$ cat src/rtl/dac_loader_pkg.sv
// Shared constants for the dual-channel serial DAC loader.
// Assumes exactly two channels that share one serial frame.
package dac_loader_pkg;
    localparam int DAC_BITS    = 12;
    localparam int NUM_CH      = 2;
    localparam int HOLDOFF_DEF = 8;
    localparam int CH_B        = 0;   // channel held in the low half of the frame
    localparam int CH_A        = 1;   // channel held in the high half of the frame
endpackage

$ cat src/rtl/dac_loader_sync.sv
// Two-flop synchronizer bank for W asynchronous inputs.
// Assumes each input is a level that is held for several clk cycles.
module dac_loader_sync #(
    parameter int         W       = 1,
    parameter logic [W-1:0] RST_VAL = '0
) (
    input  logic         clk,
    input  logic         rst_n,
    input  logic [W-1:0] d,
    output logic [W-1:0] q
);
    logic [W-1:0] meta;

    // Two-stage capture of the raw inputs into the clk domain
    always_ff @(posedge clk) begin
        if (!rst_n) begin
            meta <= RST_VAL;
            q    <= RST_VAL;
        end else begin
            meta <= d;
            q    <= meta;
        end
    end
endmodule

$ cat src/rtl/dac_loader_front.sv
// Serial front end: finds serial clock falling edges, gates shifts by the select,
// and turns the update strobes into load enables once the holdoff window has ended.
// Assumes its inputs are already synchronized to clk.
module dac_loader_front #(
    parameter int HOLDOFF = 8
) (
    input  logic clk,
    input  logic rst_n,
    input  logic sclk_s,
    input  logic sdi_s,
    input  logic cs_s_n,
    input  logic upd_a_s_n,
    input  logic upd_b_s_n,
    output logic sclk_fall,
    output logic shift_en,
    output logic shift_bit,
    output logic load_a,
    output logic load_b
);
    localparam int CNT_W = $clog2(HOLDOFF + 1);
    localparam logic [CNT_W-1:0] CNT_MAX = CNT_W'(HOLDOFF);

    logic             sclk_prev;
    logic [CNT_W-1:0] quiet_cnt;
    logic             quiet;

    // Keep the previous sampled serial clock level for edge detection
    always_ff @(posedge clk) begin
        if (!rst_n) sclk_prev <= 1'b1;
        else        sclk_prev <= sclk_s;
    end

    assign sclk_fall = sclk_prev & ~sclk_s;
    assign shift_en  = sclk_fall & ~cs_s_n;
    assign shift_bit = sdi_s;

    // Count quiet cycles since the last falling edge, saturating at HOLDOFF
    always_ff @(posedge clk) begin
        if (!rst_n)                quiet_cnt <= CNT_MAX;
        else if (sclk_fall)        quiet_cnt <= '0;
        else if (quiet_cnt != CNT_MAX) quiet_cnt <= quiet_cnt + 1'b1;
    end

    assign quiet  = (quiet_cnt == CNT_MAX) && !sclk_fall;
    assign load_a = quiet & ~cs_s_n & ~upd_a_s_n;
    assign load_b = quiet & ~cs_s_n & ~upd_b_s_n;
endmodule

$ cat src/rtl/dac_loader_shreg.sv
// Frame shift register: a new bit enters at the top and the contents move toward bit 0.
// Assumes shift_en is a one-cycle pulse per serial bit.
module dac_loader_shreg #(
    parameter int FRAME_W = 24
) (
    input  logic               clk,
    input  logic               rst_n,
    input  logic               clr_n,
    input  logic               shift_en,
    input  logic               shift_bit,
    output logic [FRAME_W-1:0] shift_q
);
    // Shift in one bit per enabled cycle, async clear, sync reset
    always_ff @(posedge clk or negedge clr_n) begin
        if (!clr_n)        shift_q <= '0;
        else if (!rst_n)   shift_q <= '0;
        else if (shift_en) shift_q <= {shift_bit, shift_q[FRAME_W-1:1]};
    end
endmodule

$ cat src/rtl/dac_loader_hold.sv
// One channel holding register. Its slice of the frame arrives MSB at the lowest
// index and is bit-reversed on the way in.
// Assumes load is already qualified by select and holdoff.
module dac_loader_hold #(
    parameter int CH_W = 12
) (
    input  logic            clk,
    input  logic            rst_n,
    input  logic            clr_n,
    input  logic            load,
    input  logic [CH_W-1:0] slice,
    output logic [CH_W-1:0] value
);
    logic [CH_W-1:0] slice_rev;

    for (genvar i = 0; i < CH_W; i++) begin : g_rev
        assign slice_rev[CH_W-1-i] = slice[i];
    end

    // Capture the reversed slice on load, async clear, sync reset
    always_ff @(posedge clk or negedge clr_n) begin
        if (!clr_n)      value <= '0;
        else if (!rst_n) value <= '0;
        else if (load)   value <= slice_rev;
    end
endmodule

$ cat src/rtl/dual_dac_loader.sv
// Top of the dual-channel serial DAC loader: synchronizers, serial front end,
// shared frame register and one holding register per channel.
// Assumes the serial clock is well below half the system clock rate.
module dual_dac_loader
    import dac_loader_pkg::*;
#(
    parameter int CH_W    = DAC_BITS,
    parameter int HOLDOFF = HOLDOFF_DEF
) (
    input  logic            clk,
    input  logic            rst_n,
    input  logic            clr_n,
    input  logic            cs_n,
    input  logic            sclk,
    input  logic            sdi,
    input  logic            upd_a_n,
    input  logic            upd_b_n,
    output logic [CH_W-1:0] dac_a,
    output logic [CH_W-1:0] dac_b
);
    localparam int FRAME_W = NUM_CH * CH_W;
    localparam int SYNC_W  = 5;

    logic [SYNC_W-1:0]  raw_in;
    logic [SYNC_W-1:0]  sync_in;
    logic               cs_q_n;
    logic               sclk_fall;
    logic               shift_en;
    logic               shift_bit;
    logic               load_a;
    logic               load_b;
    logic [FRAME_W-1:0] shift_q;
    logic [NUM_CH-1:0]  load_vec;
    logic [CH_W-1:0]    dac_val [NUM_CH];

    assign raw_in = {cs_n, sclk, sdi, upd_a_n, upd_b_n};
    assign cs_q_n = sync_in[4];

    dac_loader_sync #(.W(SYNC_W), .RST_VAL(5'b11011)) u_sync (
        .clk   (clk),
        .rst_n (rst_n),
        .d     (raw_in),
        .q     (sync_in)
    );

    dac_loader_front #(.HOLDOFF(HOLDOFF)) u_front (
        .clk       (clk),
        .rst_n     (rst_n),
        .sclk_s    (sync_in[3]),
        .sdi_s     (sync_in[2]),
        .cs_s_n    (cs_q_n),
        .upd_a_s_n (sync_in[1]),
        .upd_b_s_n (sync_in[0]),
        .sclk_fall (sclk_fall),
        .shift_en  (shift_en),
        .shift_bit (shift_bit),
        .load_a    (load_a),
        .load_b    (load_b)
    );

    dac_loader_shreg #(.FRAME_W(FRAME_W)) u_shreg (
        .clk       (clk),
        .rst_n     (rst_n),
        .clr_n     (clr_n),
        .shift_en  (shift_en),
        .shift_bit (shift_bit),
        .shift_q   (shift_q)
    );

    assign load_vec[CH_A] = load_a;
    assign load_vec[CH_B] = load_b;

    for (genvar c = 0; c < NUM_CH; c++) begin : g_ch
        dac_loader_hold #(.CH_W(CH_W)) u_hold (
            .clk   (clk),
            .rst_n (rst_n),
            .clr_n (clr_n),
            .load  (load_vec[c]),
            .slice (shift_q[c*CH_W +: CH_W]),
            .value (dac_val[c])
        );
    end

    assign dac_a = dac_val[CH_A];
    assign dac_b = dac_val[CH_B];
endmodule

$ cat config.mk
export PLATFORM = sky130hd
export DESIGN_NAME = dual_dac_loader
export DESIGN_NICKNAME = d
export VERILOG_FILES = /design/src/rtl/dac_loader_pkg.sv /design/src/rtl/dac_loader_sync.sv /design/src/rtl/dac_loader_front.sv /design/src/rtl/dac_loader_shreg.sv /design/src/rtl/dac_loader_hold.sv /design/src/rtl/dual_dac_loader.sv
export SDC_FILE = /design/constraint.sdc
export NUM_CORES = 1
export LEC_CHECK = 0
export BUFFER_PORTS_ARGS = -buffer_cell sky130_fd_sc_hd__buf_2
export CAP_MARGIN = 20
export CORE_MARGIN = 4
export CORE_UTILIZATION = 45
export CTS_CLUSTER_SIZE = 24
export DETAILED_ROUTE_END_ITERATION = 6
export SLEW_MARGIN = 20
export SYNTH_ARGS = -nofsm -noshare
export SYNTH_HDL_FRONTEND = slang
export SYNTH_SLANG_ARGS = --single-unit
$ cat constraint.sdc
create_clock -name clk -period 1.6 [get_ports clk]
set_input_delay 0.08 -clock clk [delete_from_list [all_inputs] [get_ports clk]]
set_output_delay 0.08 -clock clk [all_outputs]
set_load 0.02 [all_outputs]
==> qor.yml <==
setup_violations: 0
wl_per_cell_um: 12.7
ys_seq_elements: 63
rsz0062_at_grt: "false"
area_growth_pct: 19.2
setup_tns_ns: 0
r2r_start: "u_front.quiet_cnt[0]"
ant_nets: 0
ys_types: 24
place_area_um2: 2900
min_from: "rst_n"
worstPathRequired_ns: 1.84
synth_area_leaders: "dfrtp_1 (46%), nand2_1 (14%), dfxtp_1 (11%)"
clk_pin_slew_ns: 0.07
critPathLaunchType: "flip-flop"
post_cts_buffers: 0
cts_max_level: 3
yosysWarnings: 0
maxCapViolCount: 0
cpMaxStageDelayCell: "dfxtp_1"
worstSkewPairLatency_ns: 0.32
drtIter0Drc: 77
antenna_found_initial: 0
netlist_top_cells_count: "nand2_1 (96), dfrtp_1 (48), mux2i_1 (25), a21boi_1 (24), dfxtp_1 (15)"
nets: 304
cpPeakStageDelay_ns: 0.35
layout_setup_ws_ns: 0.152
crit_path_end: "g_ch[0].u_hold.value[11]"
grt_pass1_vias: 1785
cts_tree: "yes"
setup.worst_path.start: "u_front.quiet_cnt[0]"
ys.flop_type: "dfrtp_1"
critPathTopFamily: "simple AND/OR/NAND/NOR gates"
vdd_drop_max_v: 0.000532
hold_viol: 0
synthesis.nets: 264
yosysMostFrequentCell: "nand2_1"
worstSetupEndpointType: "flip-flop"
cp_cell_sequence: "inv_1 -> ha_1 -> nand3b_4 -> nor4_4 -> buf_12 -> mux2i_1"
min_period_ns: 1.45
hp-class: "input port to flip-flop"
port_buffers: 31
cts-root-buf: "clkbuf_8"
yosys.area.top_type_share_pct: 45.7
postSynthCellCount: 254
initial_core_util_pct: 47.1
p_leak_nw: 1.35
critPathBufInv: 2
async_flop_share_pct: 76.2
synth_top_area_cell: "dfrtp_1"
detailroute.via_count: 1790
max-slew-margin-rel_pct: 63.7
cp.depth: 6
cts_resized: 0
hold_ws_ns: 0.104
finClkSkew_ns: 0.00948
clockBufferDepth: 2
post-route-period-util_pct: 90.5
fmax_mhz: 691
cts_sinks: 63
cp_data_arrival_time_ns: 1.69
place_ws_ns: 0.153
row_count: 27
worstReg2RegEnd: "g_ch[0].u_hold.value[11]"
die-area_um2: 7120
die_w_um: 84.4
synth_edf_count: 0
n_antenna_cell: 0
outcome: "finished, final reports clean"
drive_gt1_share_pct: 18.7
path_class: "flip-flop to flip-flop"
maxSlewViolCount: 0
first_pass_iters: 4
yosysSeqAreaShare_pct: 57.2
cts_hold_buf: 6
grt_usage_pct: 14.9
syn_area_um2: 2630
utilization_pct: 56.2
gp_congestion: 0.693
power.density_nw_per_um2: 984
finalInstanceArea_um2: 3130
grt_first_pass_wirelength_um: 8380
routed_via_density: 4.82
core_um2: 5570
avgSynthCellArea_um2: 10.3
wl_um: 4700
dp_hpwl_um: 3040
grt_max_degree: 39
io_pins: 32
grt-ovfl-total: 0
cts_made_buffers: 9
worstMarginPinSlew_ns: 0.544
drc: 0
die_y_um: 84.4
rrSetupSlack_ns: 0.15
reg2reg_depth: 6
crit_fanout: 12
power breakdown:
part | internal (mW) | switching (mW) | leakage, nW | total (mW)
Sequential | 1.62 | 0.0262 | 0.795 | 1.64
Clock | 0.648 | 0.552 | 0.0877 | 1.20
Combinational | 0.106 | 0.131 | 0.465 | 0.237
Total | 2.37 | 0.710 | 1.35 | 3.08
stage by stage:
stage          total power [mW]  instances
5_1_grt                    3.23        371
3_3_place_gp               1.90        349
6_report                   3.08        371
2_1_floorplan              1.83        254
4_1_cts                    3.13        371
3_5_place_dp               1.90        349
layout make-up:
class / count / area, um2
Clock inverter: 1 / 5.00
Clock buffer: 15 / 166
Sequential cell: 63 / 1500
Timing Repair Buffer: 45 / 325
Fill cell: 516 / 2440
Multi-Input combinational cell: 173 / 1030
Tap cell: 72 / 90.1
Inverter: 2 / 7.51
worst register-to-register path: cells and delay by family (launching register included):
kind	cells	cell delay, ns
and+or+nand+nor	2	0.36
DFF	1	0.35
muxes	1	0.22
adders and majority gates	1	0.18
buffers and inverters	2	0.27
logic make-up after synthesis:
| logic type | Yosys count | synth area share (%) |
|---|---|---|
| multiplexers | 25 | 9.53 |
| adder cells (fa/ha/maj) | 2 | 0.953 |
| XOR/XNOR | 3 | 1.00 |
| AO/OA/AOI/OAI | 25 | 7.05 |
| buffers and inverters | 18 | 3.43 |
| AND/OR/NAND/NOR | 118 | 20.9 |
| flip-flops | 63 | 57.2 |
flip-flops by register name (all words and copies together) (netlist names):
signal             flops
g_ch.u_hold.value     24
u_front.quiet_cnt      4
u_front.sclk_prev      1
u_shreg.shift_q       24
u_sync.meta            5
u_sync.q               5
metal layers:
metal / up-vias / GRT usage [%] / wire length [um]
met5: - / 0 / 0
met4: 0 / 7.77 / 82
met3: 7 / 3.83 / 181
met2: 25 / 23.3 / 2190
met1: 867 / 18.9 / 2250
li1: 891 / - / -
layout by cell type, fill, tap and decap left out, types with 4 or more instances in the layout:
cell	n
nand2_1	96
dfrtp_1	48
buf_2	31
mux2i_1	25
a21boi_1	24
dfxtp_1	15
clkbuf_8	11
nand2b_1	10
dlygate4sd3_1	6
clkbuf_1	4
buf_12	4
buf_4	4
how the worst min path moves through the flow:
stage | depth (start not counted) | slack [ns] | endpoint
final | 2 | 0.10 | u_sync.q[0]
after global routing | 2 | 0.11 | u_sync.q[0]
after CTS | 2 | 0.1 | u_sync.q[4]
after detailed placement | 1 | 0.10 | g_ch[0].u_hold.value[4]
after global placement | 1 | 0.1 | g_ch[0].u_hold.value[4]
after floorplan | 0 | -0.22 | g_ch[0].u_hold.value[0]
No activity file was read; power rests on OpenSTA's default activity.
